--- src/rtl/smb_cfg_pkg.sv ---
`timescale 1ns/1ps
package smb_cfg_pkg;

    typedef enum logic [2:0] {
        ST_IDLE,
        ST_RX,
        ST_RX_ACK,
        ST_TX,
        ST_TX_ACK
    } bus_state_e;

    typedef enum logic [1:0] {
        PH_ADDR,
        PH_CMD,
        PH_COUNT,
        PH_DATA
    } rx_phase_e;

    typedef struct packed {
        bus_state_e state;
        rx_phase_e  phase;
        logic [3:0] bitcnt;
        logic [7:0] sh;
        logic [6:0] ptr;
        logic       blk;
        logic       rd_go;
        logic       cnt_pend;
        logic       mack;
        logic       en_eff;
        logic       sda_o;
        logic       sda_oe;
    } ctl_s;

endpackage

--- src/rtl/smb_line_sync.sv ---
`timescale 1ns/1ps
module smb_line_sync #(
    parameter int STAGES = 2
) (
    input  logic clk,
    input  logic rst_n,
    input  logic scl_i,
    input  logic sda_i,
    output logic scl_lvl,
    output logic sda_lvl,
    output logic scl_rise,
    output logic scl_fall,
    output logic start_det,
    output logic stop_det
);

    typedef struct packed {
        logic [STAGES-1:0] scl_sh;
        logic [STAGES-1:0] sda_sh;
        logic              scl_p;
        logic              sda_p;
    } sync_s;

    sync_s s_d, s_q;

    always_comb begin
        s_d        = s_q;
        s_d.scl_sh = {s_q.scl_sh[STAGES-2:0], scl_i};
        s_d.sda_sh = {s_q.sda_sh[STAGES-2:0], sda_i};
        s_d.scl_p  = s_q.scl_sh[STAGES-1];
        s_d.sda_p  = s_q.sda_sh[STAGES-1];
    end

    always_ff @(posedge clk or negedge rst_n) begin
        if (!rst_n) s_q <= '1;
        else        s_q <= s_d;
    end

    assign scl_lvl   = s_q.scl_sh[STAGES-1];
    assign sda_lvl   = s_q.sda_sh[STAGES-1];
    assign scl_rise  = scl_lvl & ~s_q.scl_p;
    assign scl_fall  = ~scl_lvl & s_q.scl_p;
    assign start_det = scl_lvl & s_q.scl_p & s_q.sda_p & ~sda_lvl;
    assign stop_det  = scl_lvl & s_q.scl_p & ~s_q.sda_p & sda_lvl;

endmodule

--- src/rtl/smb_reg_bank.sv ---
`timescale 1ns/1ps
module smb_reg_bank #(
    parameter int                  NUM_RW  = 6,
    parameter logic [NUM_RW*8-1:0] RW_INIT = '0,
    parameter logic [7:0]          ID_A    = 8'h00,
    parameter logic [7:0]          ID_B    = 8'h00
) (
    input  logic                clk,
    input  logic                rst_n,
    input  logic                wr_i,
    input  logic [6:0]          wr_addr,
    input  logic [7:0]          wr_data,
    input  logic                en_eff_i,
    input  logic [6:0]          rd_addr,
    input  logic [7:0]          strap_i,
    output logic [7:0]          rd_data,
    output logic                en_now_o,
    output logic [NUM_RW*8-1:0] cfg_o
);

    localparam logic [6:0] AD_STRAP = 7'(NUM_RW);
    localparam logic [6:0] AD_IDA   = 7'(NUM_RW + 1);
    localparam logic [6:0] AD_IDB   = 7'(NUM_RW + 2);
    localparam logic [NUM_RW*8-1:0] INIT_V = {RW_INIT[NUM_RW*8-1:8], 8'h00};

    logic [NUM_RW-1:0][7:0] regs_d, regs_q;

    // offset 0: bit 0 write enable, bit 7 permanent lock
    always_comb begin
        regs_d = regs_q;
        if (wr_i && !regs_q[0][7]) begin
            if (wr_addr == 7'd0) begin
                regs_d[0][0] = wr_data[0];
                if (en_eff_i) begin
                    regs_d[0][6:1] = wr_data[6:1];
                    if (regs_q[0][0] && wr_data[7]) regs_d[0][7] = 1'b1;
                end
            end else if (en_eff_i) begin
                for (int i = 1; i < NUM_RW; i++) begin
                    if (wr_addr == 7'(i)) regs_d[i] = wr_data;
                end
            end
        end
    end

    always_ff @(posedge clk or negedge rst_n) begin
        if (!rst_n) regs_q <= INIT_V;
        else        regs_q <= regs_d;
    end

    always_comb begin
        rd_data = 8'h00;
        for (int i = 0; i < NUM_RW; i++) begin
            if (rd_addr == 7'(i)) rd_data = regs_q[i];
        end
        if (rd_addr == AD_STRAP) rd_data = strap_i;
        if (rd_addr == AD_IDA)   rd_data = ID_A;
        if (rd_addr == AD_IDB)   rd_data = ID_B;
    end

    assign en_now_o = regs_q[0][0];
    assign cfg_o    = regs_q;

    AST_LOCK_STICKY: assert property (@(posedge clk) disable iff (!rst_n)
        regs_q[0][7] |=> regs_q[0][7]);
    AST_LOCK_FREEZE: assert property (@(posedge clk) disable iff (!rst_n)
        regs_q[0][7] |=> $stable(regs_q));
    AST_GATED_WRITE: assert property (@(posedge clk) disable iff (!rst_n)
        !en_eff_i |=> ($stable(regs_q[NUM_RW-1:1]) && $stable(regs_q[0][7:1])));

endmodule

--- src/rtl/smb_cfg_slave.sv ---
`timescale 1ns/1ps
module smb_cfg_slave
    import smb_cfg_pkg::*;
#(
    parameter logic [6:0]          SLAVE_ADDR  = 7'h69,
    parameter int                  NUM_RW      = 6,
    parameter logic [NUM_RW*8-1:0] RW_INIT     = '0,
    parameter logic [7:0]          ID_A        = 8'h00,
    parameter logic [7:0]          ID_B        = 8'h00,
    parameter int                  SYNC_STAGES = 2
) (
    input  logic                clk,
    input  logic                rst_n,
    input  logic                scl_i,
    input  logic                sda_i,
    output logic                sda_o,
    output logic                sda_oe,
    input  logic [7:0]          strap_i,
    output logic [NUM_RW*8-1:0] cfg_o
);

    localparam int         NUM_REGS = NUM_RW + 3;
    localparam logic [7:0] COUNT_B  = 8'(NUM_REGS);
    localparam ctl_s CTL_RST = '{
        state: ST_IDLE, phase: PH_ADDR, bitcnt: 4'd0, sh: 8'h00, ptr: 7'd0,
        blk: 1'b0, rd_go: 1'b0, cnt_pend: 1'b0, mack: 1'b0, en_eff: 1'b0,
        sda_o: 1'b1, sda_oe: 1'b0
    };

    logic scl_lvl, sda_lvl, scl_rise, scl_fall, start_det, stop_det;
    logic       wr_en, en_now;
    logic [7:0] rd_data, ld_byte;
    ctl_s       c_d, c_q;

    smb_line_sync #(.STAGES(SYNC_STAGES)) u_sync (
        .clk(clk), .rst_n(rst_n), .scl_i(scl_i), .sda_i(sda_i),
        .scl_lvl(scl_lvl), .sda_lvl(sda_lvl), .scl_rise(scl_rise),
        .scl_fall(scl_fall), .start_det(start_det), .stop_det(stop_det)
    );

    smb_reg_bank #(.NUM_RW(NUM_RW), .RW_INIT(RW_INIT), .ID_A(ID_A), .ID_B(ID_B)) u_bank (
        .clk(clk), .rst_n(rst_n), .wr_i(wr_en), .wr_addr(c_q.ptr),
        .wr_data(c_q.sh), .en_eff_i(c_q.en_eff), .rd_addr(c_q.ptr),
        .strap_i(strap_i), .rd_data(rd_data), .en_now_o(en_now), .cfg_o(cfg_o)
    );

    always_comb begin
        c_d     = c_q;
        wr_en   = 1'b0;
        ld_byte = c_q.cnt_pend ? COUNT_B : rd_data;
        if (stop_det) begin
            c_d.state  = ST_IDLE;
            c_d.sda_o  = 1'b1;
            c_d.sda_oe = 1'b0;
        end else if (start_det) begin
            c_d.state    = ST_RX;
            c_d.phase    = PH_ADDR;
            c_d.bitcnt   = 4'd0;
            c_d.rd_go    = 1'b0;
            c_d.cnt_pend = 1'b0;
            c_d.en_eff   = en_now;
            c_d.sda_o    = 1'b1;
            c_d.sda_oe   = 1'b0;
        end else begin
            unique case (c_q.state)
                ST_RX: begin
                    if (scl_rise) begin
                        c_d.sh     = {c_q.sh[6:0], sda_lvl};
                        c_d.bitcnt = c_q.bitcnt + 4'd1;
                    end else if (scl_fall && c_q.bitcnt == 4'd8) begin
                        c_d.bitcnt = 4'd0;
                        c_d.state  = ST_RX_ACK;
                        c_d.sda_o  = 1'b0;
                        c_d.sda_oe = 1'b1;
                        unique case (c_q.phase)
                            PH_ADDR: begin
                                if (c_q.sh[7:1] == SLAVE_ADDR) begin
                                    c_d.rd_go    = c_q.sh[0];
                                    c_d.cnt_pend = c_q.sh[0] & c_q.blk;
                                    c_d.phase    = PH_CMD;
                                end else begin
                                    c_d.state  = ST_IDLE;
                                    c_d.sda_o  = 1'b1;
                                    c_d.sda_oe = 1'b0;
                                end
                            end
                            PH_CMD: begin
                                c_d.blk   = ~c_q.sh[7];
                                c_d.ptr   = c_q.sh[7] ? c_q.sh[6:0] : 7'd0;
                                c_d.phase = c_q.sh[7] ? PH_DATA : PH_COUNT;
                            end
                            PH_COUNT: c_d.phase = PH_DATA;
                            default: begin
                                wr_en   = 1'b1;
                                c_d.ptr = c_q.ptr + 7'd1;
                            end
                        endcase
                    end
                end
                ST_RX_ACK: begin
                    if (scl_fall) begin
                        if (c_q.rd_go) begin
                            c_d.state  = ST_TX;
                            c_d.bitcnt = 4'd0;
                            c_d.sh     = ld_byte;
                            c_d.sda_o  = ld_byte[7];
                            c_d.sda_oe = ~ld_byte[7];
                            if (c_q.cnt_pend) c_d.cnt_pend = 1'b0;
                            else              c_d.ptr      = c_q.ptr + 7'd1;
                        end else begin
                            c_d.state  = ST_RX;
                            c_d.sda_o  = 1'b1;
                            c_d.sda_oe = 1'b0;
                        end
                    end
                end
                ST_TX: begin
                    if (scl_rise) begin
                        c_d.bitcnt = c_q.bitcnt + 4'd1;
                    end else if (scl_fall) begin
                        if (c_q.bitcnt == 4'd8) begin
                            c_d.state  = ST_TX_ACK;
                            c_d.sda_o  = 1'b1;
                            c_d.sda_oe = 1'b0;
                        end else begin
                            c_d.sh     = {c_q.sh[6:0], 1'b0};
                            c_d.sda_o  = c_q.sh[6];
                            c_d.sda_oe = ~c_q.sh[6];
                        end
                    end
                end
                ST_TX_ACK: begin
                    if (scl_rise) begin
                        c_d.mack = ~sda_lvl;
                    end else if (scl_fall) begin
                        if (c_q.mack) begin
                            c_d.state  = ST_TX;
                            c_d.bitcnt = 4'd0;
                            c_d.sh     = ld_byte;
                            c_d.sda_o  = ld_byte[7];
                            c_d.sda_oe = ~ld_byte[7];
                            if (c_q.cnt_pend) c_d.cnt_pend = 1'b0;
                            else              c_d.ptr      = c_q.ptr + 7'd1;
                        end else begin
                            c_d.state = ST_IDLE;
                        end
                    end
                end
                default: ;
            endcase
        end
    end

    always_ff @(posedge clk or negedge rst_n) begin
        if (!rst_n) c_q <= CTL_RST;
        else        c_q <= c_d;
    end

    assign sda_o  = c_q.sda_o;
    assign sda_oe = c_q.sda_oe;

    AST_IDLE_RELEASED: assert property (@(posedge clk) disable iff (!rst_n)
        (c_q.state == ST_IDLE) |-> !c_q.sda_oe);
    AST_DRIVE_SCL_LOW: assert property (@(posedge clk) disable iff (!rst_n)
        !$stable(c_q.sda_oe) |-> !$past(scl_lvl));

endmodule

--- config.mk ---
export PLATFORM = sky130hd
export DESIGN_NAME = smb_cfg_slave
export DESIGN_NICKNAME = d
export VERILOG_FILES = /design/src/rtl/smb_cfg_pkg.sv /design/src/rtl/smb_line_sync.sv /design/src/rtl/smb_reg_bank.sv /design/src/rtl/smb_cfg_slave.sv
export SDC_FILE = /design/constraint.sdc
export NUM_CORES = 1
export LEC_CHECK = 0
export ABC_CLOCK_PERIOD_IN_PS = 5290
export BUFFER_PORTS_ARGS = -buffer_cell sky130_fd_sc_hd__buf_4
export CAP_MARGIN = 10
export CORE_ASPECT_RATIO = 1.25
export CORE_UTILIZATION = 43
export CTS_CLUSTER_DIAMETER = 80
export DETAILED_ROUTE_END_ITERATION = 12
export PLACE_DENSITY = 0.65
export SLEW_MARGIN = 0
export SYNTH_ARGS = -nofsm -noshare
export SYNTH_HDL_FRONTEND = slang
export SYNTH_SLANG_ARGS = --single-unit
export TNS_END_PERCENT = 30
--- constraint.sdc ---
create_clock -name clk -period 5.29 [get_ports clk]
set_input_delay 1.058 -clock clk [delete_from_list [all_inputs] [get_ports clk]]
set_output_delay 1.058 -clock clk [all_outputs]
set_load 0.01 [all_outputs]
* Word-level counts from Yosys, hierarchy flattened
Index checks and enable logic that the tools add are counted.
** Operators by class
- Shift-type cells :: 0
- Equality and inequality tests :: 50
- Bitwise logic cells :: 19
- Multiply operators :: 0
- Reduce and logical (&&, ||, !) cells :: 37
- Multiplexer cells :: 79
- Add/subtract/negate cells :: 2
- $lt $le $gt $ge :: 0
- Divide/modulo/power cells :: 0
** Operator list (count)
- $mux W8 :: 14
- $mux W19 :: 5
- $pmux W12 S4 :: 1
- $mux W2 :: 22
- $ne A4 B4 Y1 const B :: 10
- $ne A3 B3 Y1 const B :: 10
- $eq A7 B3 Y1 const B :: 4
- $reduce_and A4 Y1 :: 7
- $reduce_and A9 Y1 :: 3
- $mux W3 :: 8
- $ne A2 B2 Y1 const B :: 12
- $reduce_and A11 Y1 :: 2
- $pmux W7 S3 :: 1
- $mux W10 :: 2
- $mux W9 :: 2
- $reduce_and A6 Y1 :: 3
- $eq A7 B2 Y1 const B :: 2
- $mux W1 :: 14
- $mux W7 :: 2
- $pmux W7 S2 :: 1
- $pmux W3 S4 :: 1
- $reduce_and A12 Y1 :: 1
- $reduce_bool A4 Y1 :: 3
- $not A1 Y1 :: 11
- other kinds (31) :: 46
** Storage, ports and cells
- Bits in writable memories :: 0
- Logic and storage cells :: 211
- Bits in read-only memories :: 0
- Input port bits :: 12
- Latch bits :: 0
- Memories kept :: 0
- Output and inout port bits :: 50
- Bits in registers :: 85

* Logic depth before layout (Yosys ltp)
Gate-level depths: netlist of the first run.
- Depth in word-level cells :: 18
- Depth in mapped cells :: 9
- Depth with buffers taken out :: 8

* Hierarchy
From an unflattened synthesis of the first run, not the netlist that was laid out.
** Second synthesis, totals
- Cell total of the unflattened synthesis :: 459
- Area total of the unflattened synthesis :: 4798.4 um^2
** Modules (own cells, without submodules)
- smb_reg_bank :: instances 1, cells an instance 212, seq. area each 1201.2 um^2, area each 2555.0 um^2
- smb_cfg_slave :: instances 1, cells an instance 237, seq. area each 777.0 um^2, area each 2053.2 um^2
- smb_line_sync :: instances 1, cells an instance 10, seq. area each 157.7 um^2, area each 190.2 um^2

* Least setup slack after synthesis of the first run
OpenSTA, ideal clock, no wires.
- Path kind :: flip-flop to flip-flop
- From :: register c_q[22] in the netlist's numbering
- To :: register u_bank.regs_q (netlist bit u_bank.cfg_o[24])
- Slack :: 2.980 ns
- Stages on the path, launching flop included :: 8
- Period minus slack after synthesis :: 2.310 ns
- Path buffers :: 0
- Setup time :: 0.125 ns
- Data required time :: 5.165 ns
- Arrival :: 2.186 ns
- Cell sequence :: dfrtp_1 inv_1 ha_1 nand3b_1 nor4_4 nand3b_2 nor3_2 mux2_2
** On the way
- Cells in the longest elaborated chain, start to end :: 9
** Ends and longest elaborated chain
- start: declaration :: line smb_cfg_slave.sv:33 : ctl_s c_d, c_q;
- start signal: assignment :: line smb_cfg_slave.sv:155 : if (!rst_n) c_q <= CTL_RST;
- start signal: assignment :: line smb_cfg_slave.sv:156 : else c_q <= c_d;
- $eq A4 B4 Y1 :: line smb_cfg_slave.sv:70 : end else if (scl_fall && c_q.bitcnt == 4'd8) begin
- $logic_and A1 B1 Y1 :: line smb_cfg_slave.sv:70
- $mux W1 :: line smb_cfg_slave.sv:70
- $mux W1 :: line smb_cfg_slave.sv:67 : if (scl_rise) begin
- $mux W1 :: line smb_cfg_slave.sv:65 : unique case (c_q.state)
- $mux W1 :: line smb_cfg_slave.sv:55 : end else if (start_det) begin
- $mux W1 :: line smb_cfg_slave.sv:51 : if (stop_det) begin
- $logic_and A1 B1 Y1 :: line smb_reg_bank.sv:31 : if (wr_i && !regs_q[0][7]) begin
- $reduce_and A4 Y1 (no line)
- end signal: assignment :: line smb_reg_bank.sv:48 : else regs_q <= regs_d;
- end: declaration :: line smb_reg_bank.sv:26 : logic [NUM_RW-1:0][7:0] regs_d, regs_q;
No other way between the ends.
A chain may end at the register's enable or synchronous reset.

* Worst setup path in the final report of the first run
- From :: register c_q[22] in the netlist's numbering
- To :: register u_bank.regs_q (netlist bit u_bank.cfg_o[31])
Same word-level chain as after synthesis.

==> flow_summary.toml, run 1 <==
[run_status]
status = "complete, no violations"

[global_route]
grt_pass1_wl_mm = 22.8
grt_pass1_vias = 4143
grt_overflow = 0
grt.total_usage_pct = 25.2
grt_max_degree = 86
antenna_found_initial = 0

[logic_synthesis]
synth.area.top_cells = "dfrtp_1 (40%), mux2_2 (11%), dfstp_2 (3.8%), nor2_1 (3.4%), a21oi_1 (3.0%)"
synth_xor_area_share_pct = 0.179
synth_cell_types = 71
synth_top_area_share_pct = 39.9
synth_fp_nets = 519
synth-simple-area-share_pct = 18.4
async_reset_ff_share_pct = 100
syn_inst = 497
synth_top_family_by_area = "compound AO/OA/AOI/OAI gates"
seq_area_frac_synth_pct = 43.7
post-synth-top-count-cell = "dfrtp_1"
syn_avg_cell_area_um2 = 9.83
ys.flop_type = "dfrtp_1"
ys_warn_count = 0
synth-adder-area-share_pct = 2.56
synth_edf_count = 0
synth_compound_area_share_pct = 18.9
synth_mux_area_share_pct = 12.1
syn_area_um2 = 4890
yosysTopAreaCell = "dfrtp_1"
synth_seq_cells = 85
synth_common_cells = "dfrtp_1 (78), mux2_2 (49), nor2_1 (44), nand2_1 (31)"

[critical_path]
start_kind = "flip-flop"
crit_type = "reg2reg"
path_max_fanout = 8
worstRegToRegCells = 7
cp.arrival_ns = 3.13
reg2reg_slack_ns = 2.39
endpoint_kind = "flip-flop"
critPathRequiredTime_ns = 5.52

[hold_path]
min-delay-path-class = "reg2reg"
holdPathStages = 0

[pwr]
leakagePower_nw = 2.61
p_per_area_nw_per_um2 = 437
ir_drop_uv = 139

[clocking]
cts_root_buf = "clkbuf_16"
hold_buffers = 0
cts-htree-levels = 3
cts_resized = 0
cts_tree = "yes"
clkLatencyLatePin_ns = 0.35
clkTransAtPathRegs_ns = 0.06
cts_setup_buffers = 0
cts.sinks = 85
cts_buffers = 9
cts_buffer_depth = 2

[finish]
num-fill-cells = 1059
syn2layout_area_growth_pct = 15.8
fin_nets = 562
drive_gt1_share_pct = 28.4
diodes = 0

[timing]
skew_ns = 0.00490
finalSetupTns_ns = 0
timing.hold.ws_ns = 0.356
max_freq_mhz = 345
fin_crit_ns = 2.90
finalWorstSetupSlack_ns = 2.39
finalHoldViolCount = 0
finalSetupViolations = 0
slew_violations = 0
grt_setup_unrepaired = "false"
worst_pin_slew_ns = 1.13
relSlewSlack_pct = 24.9
fin_crit_sh_pct = 54.7

[die]
start_util_pct = 44.1
io_pins = 62
rows = 43
die_x_um = 97.4
die_area_um2 = 11800
coreArea_um2 = 11100
dieHeight_um = 121

[place]
dp_slack_ns = 2.44
hpwl_mm = 10.1
port_buffers = 61
place.gp.congestion = 0.978

[drt]
drt-pass1-iter-count = 5
vias = 4151
antenna_left = 0
viasPerCell = 6.10
wire_per_inst_um = 20.9
route.detailed.drc = 0
initialDrtViolationCount = 318
drt-total-wl_mm = 14.2

[job]
maxCapViolCount = 0
-- cell usage in the layout, fill, tap and decap left out, types with 4 or more instances in the layout --
cell type  Yosys  final
dfstp_2        7      7
a31oi_1        4      4
a21o_1         4      4
nor2b_1        8      8
a32oi_1        4      4
o22ai_1        9      9
or2_2          4      4
nor2_1        44     44
nor2_2         6      6
nand2b_1      10     10
a21oi_1       29     29
ha_1          10     10
dfrtp_1       78     78
inv_1         16     16
nor3_1         9      9
nor3b_1        4      4
a211oi_1       6      6
nand2_1       31     31
a221o_1        6      6
and3_1         5      5
o21ai_0       29     29
mux2_2        49     49
mux2i_1        4      4
buf_4          1     63
nand3b_1       5      5
a221oi_1       8      8
clkbuf_16      0      9
nand3_1       13     13
-- metrics by stage --
| step | util (%) | area (um2) | total power [W] | instances |
|---|---|---|---|---|
| 2_1_floorplan | - | 4890 | 0.00159 | 497 |
| 3_3_place_gp | 48.6 | 5390 | 0.00187 | 664 |
| 3_5_place_dp | 48.6 | 5390 | 0.00188 | 664 |
| 4_1_cts | 51.0 | 5660 | 0.00247 | 680 |
| 5_1_grt | 51.0 | 5660 | 0.00264 | 680 |
| 6_report | 51.0 | 5660 | 0.00247 | 680 |
-- cell type report --
type,instances,area (um2),area share (%)
clock buffers,10,229,4.05
clock inverters,6,40.0,0.708
inverters,16,60.1,1.06
multi-input cells,365,2550,45.1
flip-flops and latches,85,2140,37.7
well taps,135,169,2.99
repair buffers,63,473,8.36
-- registers in the layout, summed over array words and instances, names as in the netlist --
signal / flops
c_q: 29
sda_o: 1
sda_oe: 1
u_bank.cfg_o: 48
u_sync.s_d: 2
u_sync.s_q: 2
u_sync.scl_lvl: 1
u_sync.sda_lvl: 1
-- per-layer routing --
layer	wire length, um	up-vias	GRT usage, %
met5	0	-	0
met4	755	0	16.5
met3	672	43	3.46
met2	6650	143	39.9
met1	6130	2037	32.5
li1	-	1928	-
-- critical path, cell delays in order (launching register included) --
cell	delay [ns]
dfrtp_1	0.41
inv_1	0.07
ha_1	0.14
nand3b_1	0.30
nor4_4	0.58
nand3b_2	0.27
nor3_2	0.61
mux2_2	0.41
-- logic make-up after synthesis --
| kind of cell | count (synthesis) |
|---|---|
| mux | 53 |
| simple gates | 165 |
| xor+xnor | 1 |
| compound gates | 136 |
| flops | 85 |
| fa+ha+maj | 10 |
| buf+inv | 47 |
-- path summary, 6_finish.rpt --
check                                   start          endpoint
worst max-delay path                  c_q[22]  u_bank.cfg_o[31]
worst min-delay path            u_sync.s_d[5]    u_sync.scl_lvl
worst max register to register        c_q[22]  u_bank.cfg_o[31]
worst min register to register  u_sync.s_d[5]    u_sync.scl_lvl
max in group asynchronous               rst_n            c_q[3]
min in group asynchronous               rst_n           c_q[26]
-- power breakdown --
group | internal, W | switching [W]
clock network | 0.000317 | 0.000270
logic | 0.000372 | 0.000578
registers | 0.000725 | 0.000212
total | 0.00141 | 0.00106
Power figures use the tool's default switching activity.
==> run 2: changes to the inputs <==
ABC_CLOCK_PERIOD_IN_PS = 2400   (was 5290)
PLACE_DENSITY = 0.68   (was 0.65)
clock period = 2.4 ns   (was 5.29 ns; I/O delays follow)
==> flow_summary.toml, run 2 (synthesis results as in run 1) <==
[run_status]
status = "complete, no violations"

[timing]
fin_crit_ns = 2.31
worst_pin_slew_ns = 0.645
grt_setup_unrepaired = "true"
finalSetupViolations = 0
finalHoldViolCount = 0
max_freq_mhz = 433
skew_ns = 0.00715
fin_crit_sh_pct = 96.2
relSlewSlack_pct = 56.9
slew_violations = 0
timing.hold.ws_ns = 0.0431
finalWorstSetupSlack_ns = 0.0918

[finish]
drive_gt1_share_pct = 35.1
diodes = 0
post-route-util_pct = 54.6
fin_area_um2 = 6050
instances_no_fill = 724
syn2layout_area_growth_pct = 23.8
final_cell_mix = "buf_4 (106), dfrtp_1 (78), mux2_2 (49), nor2_1 (43), nand2_1 (31)"
fin_nets = 606
layout_commonest_cell = "buf_4"
largest_register_ff_count = 48

[critical_path]
cpPeakStageDelay_ns = 0.64
r2r_start = "c_q[11]"
cp.arrival_ns = 2.59
worstRegToRegCells = 6
path_max_fanout = 10
crit_type = "reg2reg"
cp_slowest_cell = "or4_4"
endpoint_kind = "flip-flop"
path_cells = "or4_4 > o2111ai_1 > a311o_1 > a22oi_2 > a2111oi_2 > a21o_1"
reg2reg_slack_ns = 0.09
start_kind = "flip-flop"
critPathRequiredTime_ns = 2.68
reg2reg_to = "sda_oe"

[clocking]
cts_tree = "yes"
cts_root_buf = "clkbuf_16"
cts-htree-levels = 3
clkTransAtPathRegs_ns = 0.07
cts_buffers = 9
cts_buffer_depth = 2
clkLatencyLatePin_ns = 0.34
cts.sinks = 85

[global_route]
antenna_found_initial = 0
grt.total_usage_pct = 25.2
grt_overflow = 0
grt_max_degree = 64
grt_pass1_vias = 4339
grt_pass1_wl_mm = 23.3

[drt]
route.detailed.drc = 0
wire_per_inst_um = 20.1
viasPerCell = 6.12
initialDrtViolationCount = 422
antenna_left = 0
vias = 4428
drt-total-wl_mm = 14.6
drt-pass1-iter-count = 5

[die]
dieHeight_um = 121
coreArea_um2 = 11100
rows = 43
die_area_um2 = 11800
start_util_pct = 44.1
die_x_um = 97.4
io_pins = 62

[place]
place.gp.congestion = 0.940
port_buffers = 61
dp_cells = 708
placed_area_um2 = 5730
dp_slack_ns = -0.0454
hpwl_mm = 10.5

[pwr]
p_per_area_nw_per_um2 = 980
leakagePower_nw = 2.84
ir_drop_uv = 395

[hold_path]
min-delay-path-class = "in2async"

[job]
maxCapViolCount = 0
[run 2: cell count changes in the layout (fill, tap and decap cells not counted), sizes merged]
cell	delta
clkinvlp	+2
buf	+44
inv	+1
clkinv	-3
[run 2: metrics by stage]
step / setup TNS (ns) / power [W]
global placement: 0 / 0.00442
detailed placement: -0.0593 / 0.00448
floorplan: 0 / 0.00351
finish: 0 / 0.00593
global route: -0.132 / 0.00626
CTS: 0 / 0.00583
[run 2: metal layers]
layer	track usage [%]	wire length, um
met4	11.4	558
met3	4.03	760
met1	31.4	5960
met2	43.0	7310
met5	0	0
[run 2: worst max-delay path by stage]
stage,startpoint,to
after global placement,c_q[7],c_q[15]
after global routing,c_q[22],c_q[4]
after floorplan,c_q[22],u_bank.cfg_o[24]
final,c_q[11],sda_oe
after detailed placement,c_q[7],c_q[16]
after CTS,c_q[7],c_q[15]
[run 2: worst max-delay path, delay by kind of cell (launching register included)]
family,cells,cell delay (ns)
compound gates,5,1.11
simple gates,1,0.64
flops,1,0.49
[run 2: final cells by class]
type | count | area [um2]
fill | 980 | 5030
multi-input combinational | 365 | 2590
sequential | 85 | 2140
timing repair buffer | 107 | 816
clock buffer | 10 | 229
tap | 135 | 169
inverter | 16 | 60.1
clock inverter | 6 | 48.8
[run 2: power breakdown]
part           switching, W  internal (W)
clock              0.000620      0.000710
combinational       0.00155       0.00111
sequential         0.000336       0.00160
total               0.00250       0.00342
[run 2: what timing repair did]
| item | CTS | global route |
|---|---|---|
| resized for setup | 3 | 10 |
| hold buffers | 0 | 0 |
| endpoints found under the setup margin | 3 | 19 |
| setup buffers | 0 | 0 |
==> run 3: changes to the inputs <==
ABC_CLOCK_PERIOD_IN_PS = 2800   (was 2400)
PLACE_DENSITY = 0.65   (was 0.68)
clock period = 2.8 ns   (was 2.4 ns; I/O delays follow)
==> flow_summary.toml, run 3 (synthesis results as in run 1) <==
[drt]
vias = 4264
antenna_left = 0
drt-pass1-iter-count = 5
route.detailed.drc = 0
wire_per_inst_um = 20.8
drt-total-wl_mm = 14.7
viasPerCell = 6.02
initialDrtViolationCount = 267

[die]
dieHeight_um = 121
io_pins = 62
start_util_pct = 44.1
coreArea_um2 = 11100
die_x_um = 97.4
die_area_um2 = 11800
rows = 43

[timing]
finalHoldViolCount = 0
worst_pin_slew_ns = 0.711
fin_crit_sh_pct = 88.6
finalSetupTns_ns = 0
skew_ns = 0.00788
finalSetupViolations = 0
slew_violations = 0
relSlewSlack_pct = 52.3
max_freq_mhz = 403
grt_setup_unrepaired = "false"
fin_crit_ns = 2.48

[critical_path]
cp.arrival_ns = 2.71
worstRegToRegCells = 7
endpoint_kind = "flip-flop"
critPathRequiredTime_ns = 3.03
reg2reg_slack_ns = 0.32
crit_type = "reg2reg"
path_max_fanout = 8
start_kind = "flip-flop"

[hold_path]
min-delay-path-class = "in2async"

[place]
port_buffers = 61
hpwl_mm = 10.8
place.gp.congestion = 0.903
placed_area_um2 = 5610

[global_route]
grt_overflow = 0
antenna_found_initial = 0
grt_pass1_vias = 4376
grt_pass1_wl_mm = 23.9
grt.total_usage_pct = 26.3
grt_max_degree = 47

[finish]
largest_register_ff_count = 48
diodes = 0
drive_gt1_share_pct = 32.1
layout_commonest_cell = "buf_4"
fin_area_um2 = 5940
final_cell_mix = "buf_4 (90), dfrtp_1 (78), mux2_2 (49), nor2_1 (44), nand2_1 (31)"
syn2layout_area_growth_pct = 21.6
fin_nets = 590
post-route-util_pct = 53.6

[clocking]
cts_buffer_depth = 2
clkTransAtPathRegs_ns = 0.07
cts-htree-levels = 3
hold_buffers = 0
clkLatencyLatePin_ns = 0.34
cts_tree = "yes"
cts_resized = 0
cts.sinks = 85
cts_root_buf = "clkbuf_16"
cts_setup_buffers = 0
cts_buffers = 9

[pwr]
sw_frac_of_total_pct = 40.7
leakagePower_nw = 2.78
seqPwrFrac_pct = 33.8
p_total_w = 0.00514
p_per_area_nw_per_um2 = 864
combPwrFrac_pct = 40.2
ir_drop_uv = 433
internal_power_w = 0.00304
p_switching_w = 0.00209
p_clk_share_pct = 26.0

[run_status]
status = "complete, no violations"

[job]
maxCapViolCount = 0
[run 3: cell count changes in the layout (fill, tap and decap cells not counted), sizes merged]
| cell | previous run | this run |
|---|---|---|
| clkinvlp | 3 | 1 |
| clkinv | 2 | 1 |
| inv | 17 | 18 |
| buf | 107 | 91 |
| bufinv | 0 | 2 |
[run 3: layout make-up]
cell class              instances  area, um2
clock inverters                 6       93.8
fillers                       999       5140
multi-input cells             365       2550
clock buffers                  10        239
repair buffers                 91        696
well taps                     135        169
inverters                      16       60.1
flip-flops and latches         85       2140
[run 3: power by group through the flow]
stage                     registers (W)  logic (W)  clock network (W)
after detailed placement        0.00176    0.00204                  0
after global placement          0.00175    0.00203                  0
final                           0.00174    0.00207            0.00133
after global routing            0.00177    0.00230            0.00140
after floorplan                 0.00147    0.00154                  0
after CTS                       0.00173    0.00206            0.00136
[run 3: worst paths after layout]
check,start,to
max,c_q[22],u_bank.cfg_o[35]
min,rst_n,c_q[25]
max reg2reg,c_q[22],u_bank.cfg_o[35]
min reg2reg,u_sync.s_d[5],u_sync.scl_lvl
max in group asynchronous,rst_n,u_bank.cfg_o[45]
min in group clk,sda_i,u_sync.s_d[3]
[run 3: per-layer routing]
layer	up-vias	global-route usage [%]	part of all wire, %
met5	-	0	0
met4	0	13.0	4.1
met3	35	4.72	4.8
met2	133	44.6	49
met1	2110	32.3	42
li1	1986	-	-
[run 3: critical path: stages (launching register included)]
cell,delay (ns)
dfrtp_1,0.42
inv_1,0.07
ha_1,0.14
nand3b_1,0.25
nor4_4,0.44
nand3b_2,0.25
nor2_2,0.41
mux2_2,0.39
[run 3: metrics by stage]
step / hold slack (ns) / cells / setup slack [ns]
final: 0.237 / 708 / 0.318
after detailed placement: 0.348 / 692 / 0.349
after floorplan: 0.264 / 497 / 0.490
after CTS: 0.256 / 708 / 0.320
after global routing: 0.291 / 708 / 0.141
after global placement: 0.348 / 692 / 0.398
